### src/rtl/ddr_pfx_pkg.sv
package ddr_pfx_pkg;

    typedef enum logic [1:0] {
        BL_2    = 2'd0,
        BL_4    = 2'd1,
        BL_8    = 2'd2,
        BL_PAGE = 2'd3
    } burst_len_e;

    // core words in a fixed-length burst, minus one
    function automatic logic [1:0] words_m1(input burst_len_e bl);
        case (bl)
            BL_2:    words_m1 = 2'd0;
            BL_4:    words_m1 = 2'd1;
            BL_8:    words_m1 = 2'd3;
            default: words_m1 = 2'd0;
        endcase
    endfunction

endpackage

### src/rtl/ddr_burst_ctl.sv
module ddr_burst_ctl
    import ddr_pfx_pkg::*;
#(
    parameter int COL_W = 8
) (
    input  logic               clk,
    input  logic               rst_n,
    input  logic [1:0]         bl_sel,
    input  logic               rd_req,
    input  logic               wr_req,
    input  logic [COL_W-1:0]   start_col,
    input  logic               burst_stop,
    output logic               active,
    output logic               is_wr,
    output logic [COL_W-2:0]   word_col
);
    localparam int WC_W = COL_W - 1;

    typedef struct packed {
        logic            active;
        logic            is_wr;
        burst_len_e      bl;
        logic [WC_W-1:0] wcol;
        logic [1:0]      left;
    } ctl_t;

    ctl_t ctl_d, ctl_q;
    logic            last_beat;
    logic [WC_W-1:0] wrap_mask;
    logic [WC_W-1:0] wcol_inc;

    always_comb begin
        ctl_d     = ctl_q;
        wrap_mask = WC_W'(words_m1(ctl_q.bl));
        wcol_inc  = ctl_q.wcol + WC_W'(1);
        last_beat = 1'b0;
        if (!ctl_q.active) begin
            if (rd_req || wr_req) begin
                ctl_d.active = 1'b1;
                ctl_d.is_wr  = !rd_req;
                ctl_d.bl     = burst_len_e'(bl_sel);
                ctl_d.wcol   = WC_W'(start_col >> 1);
                ctl_d.left   = words_m1(burst_len_e'(bl_sel));
            end
        end else begin
            if (ctl_q.bl == BL_PAGE) begin
                last_beat = &ctl_q.wcol;
            end else begin
                last_beat = (ctl_q.left == 2'd0);
            end
            if (last_beat || burst_stop) begin
                ctl_d.active = 1'b0;
            end else begin
                ctl_d.left = ctl_q.left - 2'd1;
                if (ctl_q.bl == BL_PAGE) begin
                    ctl_d.wcol = wcol_inc;
                end else begin
                    ctl_d.wcol = (ctl_q.wcol & ~wrap_mask) | (wcol_inc & wrap_mask);
                end
            end
        end
    end

    always_ff @(posedge clk) begin
        if (!rst_n) begin
            ctl_q <= '{active: 1'b0, is_wr: 1'b0, bl: BL_2, wcol: '0, left: 2'd0};
        end else begin
            ctl_q <= ctl_d;
        end
    end

    assign active   = ctl_q.active;
    assign is_wr    = ctl_q.is_wr;
    assign word_col = ctl_q.wcol;

endmodule

### src/rtl/ddr_rd_split.sv
module ddr_rd_split #(
    parameter int BEAT_W = 32
) (
    input  logic                clk,
    input  logic                rst_n,
    input  logic                fetch,
    input  logic [2*BEAT_W-1:0] core_word,
    output logic                beat_valid,
    output logic [BEAT_W-1:0]   rise_beat,
    output logic [BEAT_W-1:0]   fall_beat
);
    typedef struct packed {
        logic              valid;
        logic [BEAT_W-1:0] rise;
        logic [BEAT_W-1:0] fall;
    } rd_t;

    rd_t rd_d, rd_q;

    always_comb begin
        rd_d.valid = fetch;
        rd_d.rise  = fetch ? core_word[BEAT_W-1:0]        : '0;
        rd_d.fall  = fetch ? core_word[2*BEAT_W-1:BEAT_W] : '0;
    end

    always_ff @(posedge clk) begin
        if (!rst_n) begin
            rd_q <= '0;
        end else begin
            rd_q <= rd_d;
        end
    end

    assign beat_valid = rd_q.valid;
    assign rise_beat  = rd_q.rise;
    assign fall_beat  = rd_q.fall;

endmodule

### src/rtl/ddr_wr_merge.sv
module ddr_wr_merge #(
    parameter int BEAT_W = 32,
    parameter int WC_W   = 7
) (
    input  logic                  clk,
    input  logic                  rst_n,
    input  logic                  take,
    input  logic [WC_W-1:0]       wcol,
    input  logic [BEAT_W-1:0]     rise_beat,
    input  logic [BEAT_W-1:0]     fall_beat,
    input  logic [BEAT_W/8-1:0]   rise_mask,
    input  logic [BEAT_W/8-1:0]   fall_mask,
    input  logic [2*BEAT_W-1:0]   old_word,
    output logic                  wr_en,
    output logic [WC_W-1:0]       wr_addr,
    output logic [2*BEAT_W-1:0]   wr_word
);
    localparam int BYTES = 2 * BEAT_W / 8;

    typedef struct packed {
        logic                valid;
        logic [WC_W-1:0]     addr;
        logic [2*BEAT_W-1:0] data;
        logic [BYTES-1:0]    mask;
    } wr_t;

    wr_t wr_d, wr_q;

    always_comb begin
        wr_d       = wr_q;
        wr_d.valid = take;
        if (take) begin
            wr_d.addr = wcol;
            wr_d.data = {fall_beat, rise_beat};
            wr_d.mask = {fall_mask, rise_mask};
        end
    end

    always_ff @(posedge clk) begin
        if (!rst_n) begin
            wr_q <= '0;
        end else begin
            wr_q <= wr_d;
        end
    end

    for (genvar b = 0; b < BYTES; b++) begin : g_byte
        assign wr_word[8*b +: 8] = wr_q.mask[b] ? old_word[8*b +: 8] : wr_q.data[8*b +: 8];
    end

    assign wr_en   = wr_q.valid;
    assign wr_addr = wr_q.addr;

endmodule

### src/rtl/ddr_prefetch_path.sv
module ddr_prefetch_path #(
    parameter int BEAT_W = 32,
    parameter int COL_W  = 8
) (
    input  logic                  clk,
    input  logic                  rst_n,
    input  logic [1:0]            bl_sel,
    input  logic                  rd_req,
    input  logic                  wr_req,
    input  logic [COL_W-1:0]      start_col,
    input  logic                  burst_stop,
    output logic [COL_W-2:0]      core_addr,
    output logic                  core_rd_en,
    input  logic [2*BEAT_W-1:0]   core_rd_data,
    output logic                  core_wr_en,
    output logic [2*BEAT_W-1:0]   core_wr_data,
    input  logic [BEAT_W-1:0]     wr_rise_data,
    input  logic [BEAT_W-1:0]     wr_fall_data,
    input  logic [BEAT_W/8-1:0]   wr_rise_mask,
    input  logic [BEAT_W/8-1:0]   wr_fall_mask,
    output logic [BEAT_W-1:0]     rd_rise_data,
    output logic [BEAT_W-1:0]     rd_fall_data,
    output logic                  strobe_en,
    output logic                  strobe_center
);
    localparam int WC_W = COL_W - 1;

    logic            burst_active;
    logic            burst_wr;
    logic [WC_W-1:0] burst_wcol;
    logic            rd_beat_valid;
    logic            wr_take;
    logic [WC_W-1:0] merge_addr;

    ddr_burst_ctl #(.COL_W(COL_W)) u_ctl (
        .clk        (clk),
        .rst_n      (rst_n),
        .bl_sel     (bl_sel),
        .rd_req     (rd_req),
        .wr_req     (wr_req),
        .start_col  (start_col),
        .burst_stop (burst_stop),
        .active     (burst_active),
        .is_wr      (burst_wr),
        .word_col   (burst_wcol)
    );

    assign core_rd_en = burst_active && !burst_wr;
    assign wr_take    = burst_active && burst_wr;

    ddr_rd_split #(.BEAT_W(BEAT_W)) u_rd (
        .clk        (clk),
        .rst_n      (rst_n),
        .fetch      (core_rd_en),
        .core_word  (core_rd_data),
        .beat_valid (rd_beat_valid),
        .rise_beat  (rd_rise_data),
        .fall_beat  (rd_fall_data)
    );

    ddr_wr_merge #(.BEAT_W(BEAT_W), .WC_W(WC_W)) u_wr (
        .clk       (clk),
        .rst_n     (rst_n),
        .take      (wr_take),
        .wcol      (burst_wcol),
        .rise_beat (wr_rise_data),
        .fall_beat (wr_fall_data),
        .rise_mask (wr_rise_mask),
        .fall_mask (wr_fall_mask),
        .old_word  (core_rd_data),
        .wr_en     (core_wr_en),
        .wr_addr   (merge_addr),
        .wr_word   (core_wr_data)
    );

    assign core_addr     = core_wr_en ? merge_addr : burst_wcol;
    assign strobe_en     = rd_beat_valid || wr_take;
    assign strobe_center = wr_take;

endmodule

### config.mk
export PLATFORM = sky130hd
export DESIGN_NAME = ddr_prefetch_path
export DESIGN_NICKNAME = d
export VERILOG_FILES = /design/src/rtl/ddr_pfx_pkg.sv /design/src/rtl/ddr_burst_ctl.sv /design/src/rtl/ddr_rd_split.sv /design/src/rtl/ddr_wr_merge.sv /design/src/rtl/ddr_prefetch_path.sv
export SDC_FILE = /design/constraint.sdc
export NUM_CORES = 1
export LEC_CHECK = 0
export BUFFER_PORTS_ARGS = -buffer_cell sky130_fd_sc_hd__buf_4
export CORE_MARGIN = 5
export CORE_UTILIZATION = 40
export CTS_BUF_LIST = sky130_fd_sc_hd__clkbuf_2 sky130_fd_sc_hd__clkbuf_4 sky130_fd_sc_hd__clkbuf_8
export CTS_CLUSTER_DIAMETER = 100
export CTS_CLUSTER_SIZE = 12
export DETAILED_ROUTE_END_ITERATION = 10
export PLACE_DENSITY = 0.69
export SETUP_SLACK_MARGIN = 0.1
export SYNTH_ARGS = -nofsm -noshare
export SYNTH_HDL_FRONTEND = slang
export SYNTH_HIERARCHICAL = 1
export SYNTH_SLANG_ARGS = --single-unit
### constraint.sdc
create_clock -name clk -period 2.3 [get_ports clk]
set_clock_uncertainty 0.15 [all_clocks]
set_input_delay 0.115 -clock clk [delete_from_list [all_inputs] [get_ports clk]]
set_output_delay 0.115 -clock clk [all_outputs]
set_load 0.03 [all_outputs]
==> results of run 1 <==
-- routing by layer --
layer / up-vias / wire length [um] / GRT usage [%] / share of wire (%)
met1: 2692 / 8770 / 24.6 / 42
met2: 190 / 10400 / 36.3 / 49
met4: 0 / 590 / 8.08 / 2.8
li1: 2876 / - / - / -
met3: 38 / 1250 / 5.93 / 5.9
met5: - / 0 / 0 / 0
-- per-stage QoR --
step | utilization (%) | cells | hold WS, ps | power (mW) | worst slack, ps
2_1_floorplan | - | 590 | 65.1 | 3.47 | 488
3_3_place_gp | 53.0 | 1052 | 173 | 3.86 | 387
3_5_place_dp | 53.0 | 1052 | 175 | 3.86 | 316
4_1_cts | 65.1 | 1244 | 12.5 | 6.15 | 206
5_1_grt | 65.1 | 1246 | 84.7 | 6.36 | 144
6_report | 65.1 | 1246 | 54.9 | 6.08 | 274
-- flip-flops by register name, summed over array words and instances (netlist names), 4 cells and up, named ones only --
signal and flops:
u_ctl/ctl_q 4, u_ctl/word_col 6, u_rd/fall_beat 32, u_rd/rise_beat 32, u_wr/wr_addr 7, u_wr/wr_q 72
-- cells by family after synthesis --
| logic type | after synthesis | share of synthesized area (%) |
|---|---|---|
| and+or+nand+nor | 179 | 16.2 |
| AOI/OAI and AO/OA | 32 | 3.31 |
| muxes | 153 | 24.6 |
| DFF | 158 | 47.3 |
| adders and majority gates | 5 | 0.935 |
| buffers and inverters | 63 | 7.63 |
-- worst reg2reg max path, stage by stage (launching register included) --
cell	delay, ps
dfxtp_1	510
nor2b_4	220
buf_4	300
and3_1	220
dlygate4sd3_1	560
-- power breakdown --
group	internal [mW]	total, mW	switching (mW)
clock	1.06	2.05	0.994
sequential	2.82	2.89	0.0668
combinational	0.625	1.14	0.518
-- synthesized netlist by cell type, drive strengths merged (3+ instances only) --
library cell | instances | area (um2)
a21oi | 6 | 30.0
a22o | 3 | 26.3
and2 | 4 | 25.0
and3 | 65 | 407
buf | 44 | 439
clkbuf | 11 | 41.3
dfxtp | 158 | 3160
ha | 5 | 62.6
inv | 7 | 26.3
mux2 | 71 | 826
mux2i | 82 | 821
nand2 | 12 | 45.0
nor2 | 4 | 15.0
nor2b | 80 | 500
nor3 | 3 | 15.0
o211ai | 3 | 22.5
o21ai | 8 | 40.0
-- layout make-up --
cell class / instances / area (um2) / share of cell area, %
Timing Repair Buffer: 457 / 3870 / 35.9
Sequential cell: 158 / 3160 / 29.4
Multi-Input combinational cell: 369 / 3030 / 28.1
Clock buffer: 23 / 285 / 2.65
Tap cell: 220 / 275 / 2.56
Clock inverter: 9 / 110 / 1.02
Inverter: 8 / 30.0 / 0.279
Antenna cell: 2 / 5.00 / 0.0465
-- worst paths after layout --
kind / to / slack (ps) / cells past startpoint
max: strobe_center / 270 / 3
min: u_ctl/ctl_q[9] / 50 / 4
max reg2reg: u_rd/fall_beat[31] / 280 / 4
min reg2reg: u_ctl/ctl_q[9] / 340 / 2
==> results.md, run 1 <==
* Peak supply drop at 342 uV
* Status: finished clean
* Vias per cell at 4.65
* Most frequent CP cell: buf_4
* Sequential area share after synthesis at 47.3%
* Critical Path RT at 2040 ps
* Startpoint types: flip-flop
* Root Buffer: clkbuf_8
* Critical path type: reg -> out
* Hold Crit Start: wr_req
* Synth cell types at 40
* Maximum root-to-sink buffer count at 2
* Area Overhead vs Synth at 60.9%
* Crit end category: primary output
* Setup TNS Final at 0 ps
* Commonest non-fill, non-tap cell in the layout: buf_4
* Hold_buf cts at 160
* R2r startpoint: u_ctl/active
* Vias in the first global route at 6102
* Hold Path Class: in -> reg
* DRT antenna net count at 0
* Cell Area, Synth at 6690 um2
* Final hold vios at 0
* Detailed Routing Iterations Pass 1 at 4
* Filler instances at 1281
* Post-layout nets at 1167
* CP Max Fanout at 12
* Post-cts resize count at 0
* Unrepaired setup endpoints after global routing: false
* Dpl hpwl at 13.4 mm
* Starting Density at 40.5%
* Least-Margin Pin Slew at 589 ps
* Finished Cell Area at 10800 um2
* Max-slew headroom at 60.4%
* Critical path's top delay family: flip-flops
* Min Clock Period, post-route at 2030 ps
* Wire per inst at 16.9 um
* Synth Flop Type: dfxtp_1
* Clk sinks at 158
* Share of cells above drive strength 1 at 39.9%
* Tot GR Track Use at 21.0%
* Reg clk slew, reported paths at 80 ps
* CTS tree: done
* Final wirelength at 21.0 mm
* Leak at 4.88 nW
* Initial antenna violation count at 2
* Post-CTS Setup Inserts at 0
* Highest clock rate at 0.494 GHz
* Setup Viol. Count Final at 0
* GRT overflow at 0
* Async SR Flop Fraction at 0%
* CTS buffer count at 17
* Critical Path Source: u_ctl/active
* Ports at 290
* Max cap viols at 0
* Mapped Nets at 746
* Die area at 19400 um2
* DRT iter0 DRCs at 191
* # DRC at 0
* Worst-Skew Late Latency at 430 ps
* Crit-path slowest cell: dfxtp_1
* Port bufs at 288
* Fin crit share at 88.1%
* H-tree levels at 4
* Max-slew violation count at 0
* Max stage delay on crit path at 510 ps
* Power Dens Cells at 565 nW/um2
* Std cell rows at 47
* Crit path cell chain: and2_4 -> buf_4 -> buf_4
* Synthesized area per cell at 11.3 um2
* Ys Warns at 6
* Largest net degree at the start of global routing at 87
* Final Wtd Congestion at 0.822
* Die height at 139 um
* Highest-count cells in the layout ignoring fill and taps: 294 x buf_4, 160 x dlygate4sd3_1, 158 x dfxtp_1, 82 x mux2i_1, 79 x nor2b_1
* Via Count at 5796
* Core area at 16500 um2
* Die X at 139 um
* First-pass GRT wire length at 33.3 mm
* CP arrival at 1760 ps
* Post-synth EDFFs at 0
* Syn Inst Count at 590
* WP buf/inv at 2
* Register bit total from synthesis at 158
* Placed cell area at 8760 um2
(Power assumes the default switching activity.)
==> run 2, diff against run 1 <==
- BUFFER_PORTS_ARGS: -buffer_cell sky130_fd_sc_hd__buf_4 -> -buffer_cell sky130_fd_sc_hd__buf_2
- HOLD_SLACK_MARGIN: default -> 0.15
==> run 2 against run 1 <==
  * Clock-buffer cell count shrank 4
  * Power is 2.6% lower
  * Via count grew 5.7%
  * Sequential cell count did not move
  * Sequential power about the same
  * Combinational power down 8%
  * Fmax fell by 5.1%
  * Cell area shrank 2.6%
  * Largest cell class unchanged
==> results.md, run 2 (synthesis results as in run 1) <==
* Status: finished clean
* Root Buffer: clkbuf_8
* CP Max Fanout at 45
* Reg clk slew, reported paths at 90 ps
* Final wirelength at 20.9 mm
* CTS buffer count at 17
* Clk sinks at 158
* First-pass GRT wire length at 33.6 mm
* Ports at 290
* Register area at 3170 um2
* GRT overflow at 0
* Finished Cell Area at 10500 um2
* Highest clock rate at 0.468 GHz
* Min Clock Period, post-route at 2140 ps
* Critical path type: reg -> reg
* Multi-input gate area at 3030 um2
* Largest register FFs at 72
* Detailed Routing Iterations Pass 1 at 7
* Post-layout util at 63.4%
* Inst Count DP at 1050
* Largest net degree at the start of global routing at 86
* Filler instances at 1259
* Dpl hpwl at 12.7 mm
* Maximum root-to-sink buffer count at 2
* CP arrival at 2330 ps
* Initial antenna violation count at 0
* WHS at 299 ps
* Placed cell area at 8030 um2
* Final hold vios at 0
* CTS tree: done
* Unrepaired setup endpoints after global routing: true
* Least-Margin Pin Slew at 619 ps
* Startpoint types: flip-flop
* Dpl ws at 337 ps
* Setup TNS Final at 0 ps
* Hold Path Class: in -> reg
* Die height at 139 um
* Post-layout nets at 1212
* Setup Viol. Count Final at 0
* Peak supply drop at 312 uV
* Power Total at 5.92 mW
* Area Overhead vs Synth at 56.7%
* DRT iter0 DRCs at 310
* Commonest non-fill, non-tap cell in the layout: buf_2
* Critical Path RT at 2490 ps
* Share of cells above drive strength 1 at 38.4%
* Core area at 16500 um2
* ANT cells at 0
* Biggest register: u_wr/wr_q
* # DRC at 0
* Leak at 5.03 nW
* DRT antenna net count at 0
* Post-CTS Setup Inserts at 0
* Final worst slack at 164 ps
* H-tree levels at 4
* Port bufs at 288
* Max-slew headroom at 58.4%
* Final instance count without filler cells at 1289
* Crit end category: flip-flop
* Worst-Skew Late Latency at 450 ps
* Max-slew violation count at 0
* Final Wtd Congestion at 0.837
* Tot GR Track Use at 21.0%
* Std cell rows at 47
* Via Count at 6125
* Die area at 19400 um2
* Vias in the first global route at 6639
* Wire per inst at 16.2 um
* Max cap viols at 0
* Highest-count cells in the layout ignoring fill and taps: 287 x buf_2, 207 x dlygate4sd3_1, 156 x dfxtp_1, 82 x mux2i_1, 79 x nor2b_1
* Fin crit share at 92.9%
* Die X at 139 um
* Power Dens Cells at 565 nW/um2
* Starting Density at 40.5%
* Vias per cell at 4.75
==> run 2: cell count changes in the layout (fill, tap and decap cells not counted), moves of 3 or more <==
cell	before	now
buf_2	0	287
buf_4	294	5
clkbuf_4	5	2
dlygate4sd3_1	160	207
inv_6	1	5
==> run 2: final timing paths <==
| check | cells after the start | start | to | slack [ps] |
|---|---|---|---|---|
| worst max register to register | 5 | u_ctl/is_wr | u_wr/wr_q[10] | 160 |
| worst min register to register | 2 | u_ctl/ctl_q[10] | u_ctl/ctl_q[10] | 350 |
| worst min-delay path | 3 | core_rd_data[20] | u_rd/rise_beat[20] | 300 |
| worst max-delay path | 5 | u_ctl/is_wr | u_wr/wr_q[10] | 160 |
==> run 2: metal layers <==
metal | vias up | global-route usage [%] | wire length [um]
li1 | 2962 | - | -
met4 | 0 | 8.65 | 656
met2 | 243 | 36.1 | 10500
met3 | 54 | 7.20 | 1520
met1 | 2866 | 23.7 | 8230
met5 | - | 0 | 0
==> run 2: area by class of cell <==
type | count | share of cell area, %
clock buffers | 19 | 2.37
clock inverters | 13 | 1.21
inverters | 8 | 0.286
multi-input cells | 369 | 28.9
flip-flops and latches | 158 | 30.2
well taps | 220 | 2.63
repair buffers | 502 | 34.4
==> run 2: power by group <==
group | internal, mW | leakage, nW | switching, mW
sequential | 2.82 | 1.28 | 0.0648
clock | 0.901 | 0.187 | 1.09
combinational | 0.533 | 3.56 | 0.512
total | 4.26 | 5.03 | 1.67
==> run 2: critical path: stages, from the launching register on <==
cell	delay [ps]
dfxtp_1	430
and2_4	210
buf_12	270
mux2i_1	280
nor2b_1	80
dlygate4sd3_1	550
==> run 2: repair_timing <==
action,CTS,global route
endpoints found under the hold margin,157,0
hold buffers,207,0
setup endpoints to repair,0,49
resized for setup,0,3
